`config.mk`:
```
export PLATFORM = sky130hd
export DESIGN_NAME = pwm_timer_chan
export DESIGN_NICKNAME = d
export VERILOG_FILES = /design/src/rtl/pwm_timer_pkg.sv /design/src/rtl/pwm_regs.sv /design/src/rtl/pwm_prescaler.sv /design/src/rtl/pwm_scaler.sv /design/src/rtl/pwm_counter.sv /design/src/rtl/pwm_timer_chan.sv
export SDC_FILE = /design/constraint.sdc
export NUM_CORES = 1
export LEC_CHECK = 0
export BUFFER_PORTS_ARGS = -buffer_cell sky130_fd_sc_hd__buf_2
export CORE_AREA = 2 2 116 230
export CTS_CLUSTER_SIZE = 14
export DETAILED_ROUTE_END_ITERATION = 10
export DIE_AREA = 0 0 118 232
export GPL_ROUTABILITY_DRIVEN = 1
export HOLD_SLACK_MARGIN = 0.05
export PLACE_DENSITY = 0.9
export SKIP_LAST_GASP = 1
export SLEW_MARGIN = 30
export SYNTH_ARGS = -nofsm -noshare
export SYNTH_HDL_FRONTEND = slang
export SYNTH_HIERARCHICAL = 1
export SYNTH_SLANG_ARGS = --single-unit
```
`constraint.sdc`:
```
create_clock -name clk -period 9.25 [get_ports clk]
set_input_delay 0.4625 -clock clk [delete_from_list [all_inputs] [get_ports clk]]
set_output_delay 0.4625 -clock clk [all_outputs]
set_load 0.02 [all_outputs]
```
`src/rtl/pwm_timer_pkg.sv`:
```
// Shared widths and register selects for the PWM timer channel.
package pwm_timer_pkg;
    localparam int CNT_W  = 16;
    localparam int PS_W   = 3;
    localparam int ADDR_W = 2;

    typedef enum logic [ADDR_W-1:0] {
        SEL_MODULO = 2'd0,
        SEL_CTRL   = 2'd1,
        SEL_DUTY   = 2'd2,
        SEL_RES    = 2'd3
    } reg_sel_e;
endpackage

```
`src/rtl/pwm_regs.sv`:
```
// Register file of the channel: modulo, control, duty and resolution.
// Assumes one write per cycle; fields are taken from the low data bits.
module pwm_regs
    import pwm_timer_pkg::*;
#(
    parameter int CW    = CNT_W,
    parameter int PW    = PS_W,
    parameter int RW    = $clog2(CW + 1),
    parameter int RES_RST = 8
) (
    input  logic              clk,
    input  logic              rst_n,
    input  logic              wr_en,
    input  logic [ADDR_W-1:0] wr_addr,
    input  logic [CW:0]       wr_data,
    output logic [CW-1:0]     mod_q,
    output logic              en_q,
    output logic [PW-1:0]     ps_q,
    output logic [CW:0]       duty_q,
    output logic [RW-1:0]     res_q
);
    // Capture a field write into the selected register.
    always_ff @(posedge clk) begin
        if (!rst_n) begin
            mod_q  <= '1;
            en_q   <= 1'b0;
            ps_q   <= '0;
            duty_q <= '0;
            res_q  <= RW'(RES_RST);
        end else if (wr_en) begin
            case (reg_sel_e'(wr_addr))
                SEL_MODULO: mod_q  <= wr_data[CW-1:0];
                SEL_CTRL: begin
                    en_q <= wr_data[0];
                    ps_q <= wr_data[PW:1];
                end
                SEL_DUTY:   duty_q <= wr_data;
                SEL_RES:    res_q  <= wr_data[RW-1:0];
                default: ;
            endcase
        end
    end
endmodule

```
`src/rtl/pwm_prescaler.sv`:
```
// Power-of-two tick generator: one tick every 2^ps cycles while enabled.
// Assumes ps is held constant while enabled; cleared when disabled.
module pwm_prescaler #(
    parameter int PW = 3,
    localparam int DIV_W = (1 << PW) - 1
) (
    input  logic          clk,
    input  logic          rst_n,
    input  logic          en,
    input  logic [PW-1:0] ps,
    output logic          tick
);
    logic [DIV_W-1:0] div_q;
    logic [DIV_W-1:0] mask;

    // Low ps bits all set marks the last cycle of a tick interval.
    always_comb begin
        mask = ~({DIV_W{1'b1}} << ps);
        tick = en && ((div_q & mask) == mask);
    end

    // Free-running divider, held at zero while the channel is off.
    always_ff @(posedge clk) begin
        if (!rst_n || !en) div_q <= '0;
        else               div_q <= div_q + 1'b1;
    end
endmodule

```
`src/rtl/pwm_scaler.sv`:
```
// Scales a duty request onto the counter range:
// (duty * (modulo + 1)) >> res, saturated to the match width.
// Pure combinational; result may exceed the modulo (full-high case).
module pwm_scaler #(
    parameter int CW = 16,
    parameter int RW = 5,
    localparam int PROD_W = 2 * (CW + 1)
) (
    input  logic [CW-1:0] mod_val,
    input  logic [CW:0]   duty,
    input  logic [RW-1:0] res,
    output logic [CW:0]   match_calc
);
    logic [PROD_W-1:0] prod;
    logic [PROD_W-1:0] shifted;

    // Multiply, shift and clamp to the match register width.
    always_comb begin
        prod    = PROD_W'(duty) * PROD_W'({1'b0, mod_val} + (CW + 1)'(1));
        shifted = prod >> res;
        if (|shifted[PROD_W-1:CW+1]) match_calc = '1;
        else                         match_calc = shifted[CW:0];
    end
endmodule

```
`src/rtl/pwm_counter.sv`:
```
// Up-counter with modulo wrap, shadowed match register and edge-aligned
// high-true compare. The match value is adopted while disabled and at wrap.
module pwm_counter #(
    parameter int CW = 16
) (
    input  logic          clk,
    input  logic          rst_n,
    input  logic          en,
    input  logic          tick,
    input  logic [CW-1:0] mod_val,
    input  logic [CW:0]   match_calc,
    output logic [CW-1:0] cnt_q,
    output logic [CW:0]   match_q,
    output logic          pwm
);
    logic wrap;

    // A tick at or past the modulo ends the period.
    assign wrap = tick && (cnt_q >= mod_val);

    // Count ticks, restarting at zero after the modulo.
    always_ff @(posedge clk) begin
        if (!rst_n || !en) cnt_q <= '0;
        else if (wrap)     cnt_q <= '0;
        else if (tick)     cnt_q <= cnt_q + 1'b1;
    end

    // Adopt the freshly scaled match value only between periods.
    always_ff @(posedge clk) begin
        if (!rst_n)          match_q <= '0;
        else if (!en || wrap) match_q <= match_calc;
    end

    // High from the restart until the counter reaches the match value.
    assign pwm = en && ({1'b0, cnt_q} < match_q);
endmodule

```
`src/rtl/pwm_timer_chan.sv`:
```
// Top of the edge-aligned PWM timer channel: register port, prescaler,
// duty scaler and counter/compare. Synchronous active-low reset.
module pwm_timer_chan
    import pwm_timer_pkg::*;
#(
    parameter int CW = CNT_W,
    parameter int PW = PS_W,
    localparam int RW = $clog2(CW + 1)
) (
    input  logic              clk,
    input  logic              rst_n,
    input  logic              wr_en,
    input  logic [ADDR_W-1:0] wr_addr,
    input  logic [CW:0]       wr_data,
    output logic              pwm_o
);
    logic [CW-1:0] mod_q;
    logic          en_q;
    logic [PW-1:0] ps_q;
    logic [CW:0]   duty_q;
    logic [RW-1:0] res_q;
    logic          tick;
    logic [CW:0]   match_calc;
    logic [CW-1:0] cnt_q;
    logic [CW:0]   match_q;

    pwm_regs #(.CW(CW), .PW(PW), .RW(RW)) u_regs (
        .clk(clk), .rst_n(rst_n), .wr_en(wr_en), .wr_addr(wr_addr),
        .wr_data(wr_data), .mod_q(mod_q), .en_q(en_q), .ps_q(ps_q),
        .duty_q(duty_q), .res_q(res_q)
    );

    pwm_prescaler #(.PW(PW)) u_pre (
        .clk(clk), .rst_n(rst_n), .en(en_q), .ps(ps_q), .tick(tick)
    );

    pwm_scaler #(.CW(CW), .RW(RW)) u_scale (
        .mod_val(mod_q), .duty(duty_q), .res(res_q), .match_calc(match_calc)
    );

    pwm_counter #(.CW(CW)) u_cnt (
        .clk(clk), .rst_n(rst_n), .en(en_q), .tick(tick), .mod_val(mod_q),
        .match_calc(match_calc), .cnt_q(cnt_q), .match_q(match_q), .pwm(pwm_o)
    );
endmodule

```
# After elaboration in Yosys (flattened, before gate mapping)
# Index checks and enable logic that the tools add are counted.
# totals
output_inout_bits,1
register_bits,82
ram_bits,0
mem_count,0
elab_cells,37
latchBits,0
rom_bits,0
# classes
div_mod_pow,0
shift,2
n_lt_le_gt_ge,2
eq_ne,4
mul,1
n_mux,1
n_reduce_logical,14
add_sub_neg,3
bitwise_logic,2
# op_table
operator,n
$mul A17 B34 Y34,1
$shr A34 B5 Y34,1
$add A16 B1 Y17 const B,1
$lt A16 B17 Y1,1
$mux W17,1
$reduce_or A17 Y1,1
$add A16 B1 Y16 const B,1
$ge A16 B16 Y1,1
$reduce_and A2 Y1,4
$add A7 B1 Y7 const B,1
$and A7 B7 Y7,1
$eq A7 B7 Y1,1
$not A7 Y7,1
$shl A7 B3 Y7 const A,1
$eq A2 B2 Y1 const B,2
$logic_and A1 B1 Y1,3
$eq A2 B1 Y1 const B,1
$logic_not A1 Y1,2
$logic_not A2 Y1,1
$logic_or A1 B1 Y1,2
$reduce_or A2 Y1,1

# Depth between registers and ports, before layout
# logic_depth
ltp_word,7
mapped_depth,37
depth_no_buf,32

# Hierarchy
# The synthesis kept the hierarchy.
# by_module_without_submodules
module,area_each_um2,seq_area_each_um2,n_inst,cells_each
pwm_scaler,12619.6,0.0,1,1565
pwm_counter,2098.3,660.6,1,257
pwm_regs,1783.0,840.8,1,179
pwm_prescaler,315.3,140.1,1,38

# Worst setup path after synthesis
# No wires, ideal clock.
# synth_timing
path_type,register to register
start,register u_regs.mod_q[0]
end,register u_cnt.match_q[4]
path_stages_with_launch,34
arrival_time_ns,8.155
setup_time_ns,0.123
t_required_ns,9.127
slack_ns,0.972
path_cell_list,dfxtp_1 -> ha_1 -> nand3_1 -> or2_2 -> nor2_1 -> xor2_1 -> clkbuf_1 -> nand2_1 -> fa_1 -> inv_1 -> fa_1 -> inv_1 -> fa_1 -> fa_1 -> fa_1 -> fa_1 -> inv_1 -> ha_1 -> buf_2 -> a21oi_1 -> o21ai_1 -> a21o_1 -> or4_4 -> nand3_2 -> o32ai_1 -> a311o_1 -> a211o_1 -> a2111oi_2 -> and4_1 -> buf_4 -> buf_6 -> a32oi_1 -> nand3_1 -> o21ai_0
# synth_between
elab_chain_len,5
elab_cells_between_ends,8
classes_between,add/sub: 1; mul: 1; order compare: 1; shift: 1; mux: 1; reduce/logical: 3
# synth_lines
element,line,text
from (decl),pwm_regs.sv:16,"output logic [CW-1:0] mod_q,"
from (signal assigned),pwm_regs.sv:32,SEL_MODULO: mod_q <= wr_data[CW-1:0];
$add A16 B1 Y17 *,pwm_scaler.sv:19,"prod = PROD_W'(duty) * PROD_W'({1'b0, mod_val} + (CW + 1)'(1));"
$mul A17 B34 Y34 *,pwm_scaler.sv:19,
$shr A34 B5 Y34 *,pwm_scaler.sv:20,shifted = prod >> res;
$reduce_or A17 Y1,pwm_scaler.sv:21,if (|shifted[PROD_W-1:CW+1]) match_calc = '1;
$mux W17 *,pwm_scaler.sv:21,
via match_calc[4],pwm_timer_chan.sv:23,logic [CW:0] match_calc;
to (signal assigned),pwm_counter.sv:31,else if (!en || wrap) match_q <= match_calc;
to (decl),pwm_counter.sv:13,"output logic [CW:0] match_q,"
# The timed path passes the listed nets; every way through them passes the cells marked *.
# A chain may end at the register's enable or synchronous reset.

# Worst setup path after layout
# layout_timing
start,register u_regs.mod_q[0]
end,register u_cnt.match_q[14]
# The elaborated chain is that of the path after synthesis.

==> results.md <==
* Pin count of the biggest net entering global routing at 98
* R2R Setup Slk at 0.29 ns
* Die width at 118 µm
* Num CTS Buffers at 9
* Max-slew violation count at 0
* Worst reg2reg path endpoint: u_cnt/match_q[14]
* Global-route wire length before repair at 79,700 µm
* Dpl hpwl at 40,800 µm
* Slowest Stage Delay on Critical Path at 0.56 ns
* Post-synthesis async set-or-reset flop share at 0
* CP required at 9.49 ns
* Gp weighted congestion at 1.10
* DRC at 0
* Min-Delay Path Class: primary input to flip-flop
* Post-DR vias/cell at 6.25
* Syn Std Cell Area at 0.0168 mm²
* Final setup violating endpoints at 0
* Hold Slack at 0.359 ns
* Avg Cell Area, Syn at 8.25 µm²
* Row count at 83
* Gate Count Post-Synth at 2,039
* CP Launch Type: flip-flop
* Vias in the first global route at 15,900
* Yosys reg bits at 82
* Post-route ant nets at 0
* Post-synth EDFFs at 0
* Clk Tree Root Cell: clkbuf_16
* Period minus WS final at 8.96 ns
* Core Area at 0.0257 mm²
* Pre-Repair DR Iteration Count at 5
* Worst-path fanout max at 17
* Fin crit share at 0.969
* Hold depth at 3
* Seq/Total Area, Yosys at 0.0976
* Grt ovf at 0
* Fillers at 2,101
* Routed length on met2 at 26,800 µm
* CP most frequent cell: fa_1
* F_max at 112 MHz
* Hold Crit Start: wr_data[14]
* Highest routed layer: met4
* Boundary Pins at 23
* Nets in the synthesized netlist at 2,427
* Final hold vios at 0
* Crit path arrival time at 9.20 ns
* Cell variety after synth at 92
* Worst Skew at 0.00807 ns
* WL met3 at 2360 µm
* Total GRT Usage at 0.371
* Synth warn at 6
* Routed metal-1 wirelength at 16,400 µm
* Area grow syn2layout at 5.01%
* Final wirelength at 50,000 µm
* Final nets at 2,408
* Die ar. at 0.0274 mm²
* Hold Buf Count CTS at 0
* CTS sink count at 82
* Die H at 232 µm
* Max-Cap Viols at 0
* Endpoint, Worst Hold: u_regs/duty_q[14]
* Share of layout cells above drive strength 1 at 0.0785
* Initial antenna violation count at 0
* H-tree depth at 3
* N_diodes at 0
* FF/Latch Area at 0.00164 mm²
* Average routed wire per standard cell at 21.2 µm
* CP max stage cell: fa_1
* Worst path bufs/invs at 6
* Via count at 14,800
* Relative slew slack at 0.360
* Clock Latency Late Sink at 0.36 ns
* Multi-input logic area at 0.0135 mm²
* Clock transition at path regs at 0.07 ns
* Outcome: complete, no violations
* Port bufs at 22
* Static Leak at 8.12 nW
* Worst Setup End Kind: flip-flop
* CP Class: flip-flop to flip-flop
* Measured slew at the worst slew-check pin at 0.958 ns
* Power per Cell Area at 116 mW/mm²
* Worst R2R Start: u_regs/mod_q[0]
* Top Family by Delay on Critical Path: adder cells
* R2R depth at 32
* Max IR drop VDD at 162 µV
* Synth Flop Type: dfxtp_1
* Initial Util at 0.656
* Clock Tree Buf Depth at 2
* CTS tree: yes
* Detailed router's first-iteration violation count at 789
* Fin util at 0.688
-- registers in the layout (all words and copies together), names as in the netlist --
register and count:
u_regs/mod_q 16, u_pre/div_q 7, u_cnt/cnt_q 16, u_regs/res_q 5
u_regs/en_q 1, u_regs/ps_q 3, u_cnt/match_q 17, u_regs/duty_q 17
-- where the power goes --
part | switching [W] | internal [W]
Combinational | 0.000775 | 0.000479
Sequential | 0.0000408 | 0.000385
Clock | 0.000176 | 0.000192
-- worst reg2reg max path: cells and delay by family (launching register included) --
kind,cells,cell delay (ns)
AO/OA/AOI/OAI,9,1.86
flip-flops,1,0.41
XOR/XNOR,1,0.17
AND/OR/NAND/NOR,8,1.91
buffers and inverters,6,0.81
adder cells (fa/ha/maj),8,3.68
-- cell usage in the layout, fill, tap and decap left out, types with 5 or more instances in the layout --
master,netlist,routed
a211oi_1,14,14
a21o_1,14,14
a21oi_1,79,78
a311o_1,5,5
a31oi_1,9,8
and2_1,175,175
and3_1,17,17
buf_2,23,22
buf_4,4,56
clkbuf_16,0,9
dfxtp_1,82,80
fa_1,224,224
ha_1,142,141
inv_1,307,307
mux2_2,11,11
mux2i_1,63,61
mux4_2,5,5
nand2_1,257,257
nand2b_1,23,23
nand3_1,32,32
nand4_1,26,26
nand4bb_1,15,15
nor2_1,103,103
nor2b_1,13,13
nor3_1,19,19
nor4_1,5,5
o211ai_1,31,31
o21a_1,10,10
o21ai_0,72,70
o21ai_1,8,10
o221ai_1,8,8
o22ai_1,6,5
or2_2,5,5
xnor2_1,29,29
xor2_1,29,29
-- metal layers --
metal  GRT usage  vias up
met5           0        -
met4       0.294        0
met3      0.0383      295
met2       0.701      654
met1       0.362     7207
li1            -     6624
-- synth_stat cells, types with 6 or more instances --
cell type,n,area share
a211oi_1,14,0.0062
clkbuf_1,64,0.014
o211ai_1,31,0.014
dfxtp_1,82,0.098
o21ai_1,8,0.0024
ha_1,142,0.11
buf_2,23,0.0068
xnor2_1,29,0.015
mux2i_1,63,0.037
o21ai_0,72,0.021
a21o_1,14,0.0062
o22ai_1,6,0.0022
nand4_1,26,0.0097
and3_1,17,0.0063
o221ai_1,8,0.0042
buf_1,11,0.0025
xor2_1,29,0.015
nor2_1,103,0.023
nand2_1,257,0.057
inv_1,307,0.069
nand4bb_1,15,0.010
and2_1,175,0.065
o21a_1,10,0.0045
nand3_1,32,0.0095
fa_1,224,0.27
nand2b_1,23,0.0086
a31oi_1,9,0.0033
nor3_1,19,0.0057
buf_6,6,0.0040
mux2_2,11,0.0074
a21oi_1,79,0.024
nor2b_1,13,0.0048
-- timing repair --
item,4_1_cts,5_1_grt
setup endpoints to repair,0,17
setup buffers,0,2
resized for setup,0,13
-- layout make-up --
type / count / area share
inverters: 309 / 0.0657
well taps: 340 / 0.0241
clock inverters: 7 / 0.00461
clock buffers: 9 / 0.0128
repair buffers: 82 / 0.0346
multi-input cells: 1536 / 0.765
flip-flops and latches: 82 / 0.0931
-- worst max-delay path by stage --
stage                          startpoint  cells past startpoint                 to
final                     u_regs/mod_q[0]                     32  u_cnt/match_q[14]
after global routing      u_regs/mod_q[0]                     32  u_cnt/match_q[14]
after CTS                 u_regs/mod_q[2]                     33  u_cnt/match_q[14]
after detailed placement  u_regs/mod_q[0]                     32  u_cnt/match_q[14]
after global placement    u_regs/mod_q[2]                     33  u_cnt/match_q[14]
after floorplan           u_regs/mod_q[0]                     33   u_cnt/match_q[4]
-- per-stage QoR --
step / TNS, ns / instance area (µm²) / setup slack, ns / power (W) / cells
6_report: 0 / 17700 / 0.290 / 0.00205 / 2365
5_1_grt: -0.0127 / 17700 / -0.0127 / 0.00217 / 2365
4_1_cts: 0 / 17600 / 0.146 / 0.00201 / 2363
3_5_place_dp: 0 / 17300 / 0.167 / 0.00163 / 2347
3_3_place_gp: 0 / 17300 / 0.206 / 0.00161 / 2347
2_1_floorplan: 0 / 16800 / 0.972 / 0.00125 / 2039
-- logic make-up (layout without fill, tap and decap cells) --
family,Yosys count,in the layout,share of synthesized area
simple gates,717,717,0.218
flops,82,82,0.0976
compound gates,315,315,0.128
xor+xnor,58,58,0.0302
fa+ha+maj,366,366,0.372
buf+inv,421,407,0.101
mux,80,80,0.0531
(Power assumes the default switching activity.)
